===== config.mk =====
export PLATFORM = sky130hd
export DESIGN_NAME = occupancy_counter
export DESIGN_NICKNAME = d
export VERILOG_FILES = /design/src/rtl/occ_pkg.sv /design/src/rtl/occ_move_decode.sv /design/src/rtl/occ_limit_guard.sv /design/src/rtl/occupancy_counter.sv
export SDC_FILE = /design/constraint.sdc
export NUM_CORES = 1
export LEC_CHECK = 0
export CAP_MARGIN = 0
export CORE_AREA = 2 2 39 41
export CTS_CLUSTER_DIAMETER = 100
export DETAILED_ROUTE_END_ITERATION = 12
export DIE_AREA = 0 0 41 43
export PLACE_DENSITY = 0.54
export SLEW_MARGIN = 30
export SYNTH_ARGS = -nofsm -noshare
export SYNTH_HDL_FRONTEND = slang
export SYNTH_SLANG_ARGS = --single-unit

===== constraint.sdc =====
create_clock -name clk -period 3.96 [get_ports clk]
set_input_delay 0.594 -clock clk [delete_from_list [all_inputs] [get_ports clk]]
set_output_delay 0.594 -clock clk [all_outputs]
set_load 0.05 [all_outputs]

===== src/rtl/occ_pkg.sv =====
package occ_pkg;

    // Net movement requested at one clock edge
    typedef enum logic [1:0] {
        MOVE_NONE = 2'd0,
        MOVE_UP   = 2'd1,
        MOVE_DOWN = 2'd2
    } move_e;

endpackage


===== src/rtl/occ_move_decode.sv =====
module occ_move_decode
    import occ_pkg::*;
(
    input  logic  arrive,
    input  logic  depart,
    output move_e move
);

    // Coincident arrival and departure cancel to no movement
    always_comb begin
        unique case ({arrive, depart})
            2'b10:   move = MOVE_UP;
            2'b01:   move = MOVE_DOWN;
            default: move = MOVE_NONE;
        endcase
    end

endmodule


===== src/rtl/occ_limit_guard.sv =====
module occ_limit_guard
    import occ_pkg::*;
#(
    parameter int CAPACITY = 15,
    parameter int CW       = $clog2(CAPACITY + 1)
) (
    input  move_e         move,
    input  logic [CW-1:0] tally,
    output logic          go_up,
    output logic          go_down,
    output logic          at_top,
    output logic          at_bottom
);

    localparam logic [CW-1:0] TOP = CW'(CAPACITY);

    always_comb begin
        at_top    = (tally == TOP);
        at_bottom = (tally == '0);
        go_up     = (move == MOVE_UP)   && !at_top;
        go_down   = (move == MOVE_DOWN) && !at_bottom;
    end

endmodule


===== src/rtl/occupancy_counter.sv =====
module occupancy_counter
    import occ_pkg::*;
#(
    parameter  int CAPACITY = 15,
    localparam int CW       = $clog2(CAPACITY + 1)
) (
    input  logic          clk,
    input  logic          rst_n,
    input  logic          car_in,
    input  logic          car_out,
    output logic [CW-1:0] occupancy,
    output logic          occ_changed,
    output logic          lot_full,
    output logic          lot_empty
);

    localparam logic [CW-1:0] TOP = CW'(CAPACITY);

    typedef struct packed {
        logic [CW-1:0] tally;
        logic          strobe;
    } occ_state_t;

    occ_state_t st_d, st_q;
    move_e      move_w;
    logic       up_w, down_w, top_w, bottom_w;

    occ_move_decode u_decode (
        .arrive (car_in),
        .depart (car_out),
        .move   (move_w)
    );

    occ_limit_guard #(
        .CAPACITY (CAPACITY),
        .CW       (CW)
    ) u_guard (
        .move      (move_w),
        .tally     (st_q.tally),
        .go_up     (up_w),
        .go_down   (down_w),
        .at_top    (top_w),
        .at_bottom (bottom_w)
    );

    always_comb begin
        st_d        = st_q;
        st_d.strobe = 1'b0;
        if (up_w) begin
            st_d.tally  = st_q.tally + 1'b1;
            st_d.strobe = 1'b1;
        end else if (down_w) begin
            st_d.tally  = st_q.tally - 1'b1;
            st_d.strobe = 1'b1;
        end
    end

    always_ff @(posedge clk or negedge rst_n) begin
        if (!rst_n) begin
            st_q <= '0;
        end else begin
            st_q <= st_d;
        end
    end

    assign occupancy   = st_q.tally;
    assign occ_changed = st_q.strobe;
    assign lot_full    = top_w;
    assign lot_empty   = bottom_w;

    a_r2_step_up: assert property (@(posedge clk) disable iff (!rst_n)
        (car_in && !car_out && occupancy < TOP)
        |=> (occupancy == $past(occupancy) + 1'b1) && occ_changed);

    a_r3_step_down: assert property (@(posedge clk) disable iff (!rst_n)
        (car_out && !car_in && occupancy != '0)
        |=> (occupancy == $past(occupancy) - 1'b1) && occ_changed);

    a_r4_cancel: assert property (@(posedge clk) disable iff (!rst_n)
        (car_in && car_out) |=> $stable(occupancy) && !occ_changed);

    a_r5_hold_full: assert property (@(posedge clk) disable iff (!rst_n)
        (car_in && !car_out && occupancy == TOP)
        |=> (occupancy == TOP) && !occ_changed);

    a_r6_hold_empty: assert property (@(posedge clk) disable iff (!rst_n)
        (car_out && !car_in && occupancy == '0)
        |=> (occupancy == '0) && !occ_changed);

    a_r7_flags_exclusive: assert property (@(posedge clk) disable iff (!rst_n)
        $onehot0({lot_full, lot_empty}));

    a_r8_strobe_idle: assert property (@(posedge clk) disable iff (!rst_n)
        (!car_in && !car_out) |=> !occ_changed && $stable(occupancy));

    a_r9_no_overflow: assert property (@(posedge clk) disable iff (!rst_n)
        occupancy <= TOP);

endmodule


==> reports/results.tsv <==
stage	metric	value	unit
status	status	complete, no violations	
critical_path	critPathArrivalTime	2.15	ns
drt	num_vias	334	
power_and_ir_drop	irDropWorstVdd	0.2877	mV
yosys	synth_edf_count	0	
yosys	synth_area	369.1	µm²
drt	wirelength	759	µm
cells_and_area	drive_gt1_share	12.00	%
sta	relSlewSlack	66.58	%
global_route	grt_overflow	0	
clock_network	postCtsSetupBuffers	0	
clock_network	cts-htree-levels	1	
clock_network	postCtsResizedCells	0	
global_route	antenna_found_initial	0	
sta	finalClockSkew	0.001309	ns
yosys	ys_warn_count	0	
clock_network	cts_buffers	3	
job	maxCapViolations	0	
sta	fin_crit	2.747	ns
sta	tns	0	ns
cells_and_area	fin_cells	66	
sta	fmax	364.1	MHz
yosys	yosys.area.top_type	dfrtp_1	
sta	worst_pin_slew	0.4998	ns
sta	setup_viol	0	
place	dp_cells	62	
floorplan	fp.dieH	43	µm
yosys	syn_area_per_cell	9.713	µm²
yosys	synth_seq_cells	5	
power_and_ir_drop	p_per_area	861.3	mW/mm²
global_route	use_met2	13.44	%
global_route	grt_pass1_vias	253	
cells_and_area	area_growth	35.25	%
yosys	async_reset_ff_share	100.0	%
yosys	synthCells	38	
cells_and_area	antennaDiodeCount	0	
critical_path	crit_required	3.37	ns
clock_network	cts.clk_slew.worst_paths	0.04	ns
drt	drc	0	
drt	drt_iter0_drc	7	
floorplan	placementRows	14	
sta	maxSlewViolCount	0	
cells_and_area	seq_area	125.1	µm²
clock_network	clockRootBuffer	clkbuf_4	
yosys	seq_area_frac_synth	33.90	%
critical_path	crit_path_end_kind	output port	
floorplan	core	0.001384	mm²
yosys	synth_top_area_share	33.90	%
global_route	grt_max_degree	11	
sta	fin_crit_sh	69.36	%
clock_network	clock_path_buffers	2	
place	dpl.hpwl	591.9	µm
yosys	ys_types	26	
cells_and_area	nNetsFinal	57	
cells_and_area	multi_input_area	220.2	µm²
floorplan	io_pins	11	
drt	viasPerCell	5.061	
floorplan	die_area	0.001763	mm²
clock_network	cts_tree	yes	
global_route	met3_usage	6.283	%
global_route	busiest_layer	met2	
drt	dr.pass1.iters	4	
place	place_congestion	0.7446	
yosys	syn_nets	44	
drt	wl_per_cell	11.50	µm
sta	grt_setup_unrepaired	false	
place	io_buffers	10	
critical_path	r2r_start	occupancy[1]$_DFFE_PN0P_	
power_and_ir_drop	leakagePower	0.2080	nW
critical_path	startpoint_type	register	
yosys	synth_ff_type	dfrtp_1	
critical_path	critPathMaxFanout	6	
clock_network	cts_sinks	5	
clock_network	cts_hold_buf	0	
global_route	grt_use_met1	12.38	%
sta	hold_viol	0	
critical_path	critPathKind	reg -> out	
global_route	grt_pass1_wl	1.138	mm
yosys	ys_top_cells_by_count	dfrtp_1, nand2_1	
cells_and_area	fill_cells	152	
critical_path	crit_start	occupancy[1]$_DFFE_PN0P_	
clock_network	clock_latency	0.24	ns
floorplan	dieWidth	41	µm
hold_path	hold_path_class	in -> async	
floorplan	initial_core_util	26.67	%
global_route	grt_usage	9.980	%
yosys	synth.area.top_cells	dfrtp_1, ha_1, mux2i_1	
drt	drt.antenna.violating_nets	0	
==> critical path: stages (launching register included) <==
cell and delay [ns]:
dfrtp_1 0.43, inv_1 0.12, ha_1 0.20, nor3b_2 0.30, clkdlybuf4s50_1 0.86
==> area by class of cell <==
class / count / share of cell area, %
Sequential cell: 5 / 25.06
Clock buffer: 4 / 5.263
Tap cell: 16 / 4.010
Inverter: 2 / 1.504
Multi-Input combinational cell: 29 / 44.11
Timing Repair Buffer: 10 / 20.05
==> sequential cells by signal, summed over array words and instances (netlist names) <==
register,count
occ_changed,1
occupancy,4
==> final timing paths <==
path	slack (ns)	depth (start not counted)	endpoint
setup reg to reg	2.37	5	occupancy[1]$_DFFE_PN0P_
min in group clk	0.61	1	occupancy[3]$_DFFE_PN0P_
max in group asynchronous	3.19	1	occupancy[0]$_DFFE_PN0P_
setup / recovery	1.21	4	lot_empty
hold / removal	0.58	1	occupancy[3]$_DFFE_PN0P_
hold reg to reg	0.61	1	occupancy[3]$_DFFE_PN0P_
==> power breakdown <==
part / total [mW] / switching, mW / internal, mW
sequential: 0.111 / 0.0367 / 0.0739
clock: 0.0572 / 0.0192 / 0.0380
combinational: 0.262 / 0.161 / 0.101
==> stage by stage <==
step           total power, mW  hold slack [ns]  area [µm²]  util [%]  setup WS [ns]
6_report                0.4300           0.5790       499.2     36.08          1.213
3_5_place_dp            0.3761           0.6137       473.0     34.18          1.464
2_1_floorplan           0.2979           0.2984       369.1         -          1.662
4_1_cts                 0.4362           0.5799       499.2     36.08          1.201
3_3_place_gp            0.3778           0.6154       473.0     34.18          1.509
5_1_grt                 0.4597           0.5987       499.2     36.08          1.104
==> routing by layer <==
| metal | vias up | wire, µm |
|---|---|---|
| li1 | 163 | - |
| met1 | 165 | 345 |
| met2 | 6 | 386 |
| met3 | 0 | 27 |
| met4 | 0 | 0 |
| met5 | - | 0 |
==> cells by family after synthesis <==
logic type      after synthesis  share of synthesized area [%]
flops                         5                          33.90
mux                           2                          5.424
buf+inv                       4                          6.440
xor+xnor                      1                          2.373
simple gates                 15                          28.48
compound gates                9                          16.61
fa+ha+maj                     2                          6.779
==> cells in the final DEF, fill, tap and decap left out <==
cell             netlist  layout
nand2b_4               1       1
nor3b_2                1       1
nor4bb_1               1       1
inv_1                  2       2
nor3b_1                1       1
clkbuf_1               0       1
o21a_1                 1       1
o31ai_1                1       1
nor2_1                 1       1
xnor2_1                1       1
or4_1                  1       1
or4_4                  1       1
o22ai_1                1       1
clkdlybuf4s50_1        0      10
dfrtp_1                5       5
and3_1                 1       1
o311ai_0               1       1
o21ai_0                2       2
ha_1                   2       2
or2b_1                 1       1
a31oi_1                1       1
mux2i_1                2       2
nand2_1                5       5
clkbuf_4               0       3
nor2b_1                1       1
a311o_1                1       1
a21oi_1                1       1
Power figures use the tool's default switching activity.
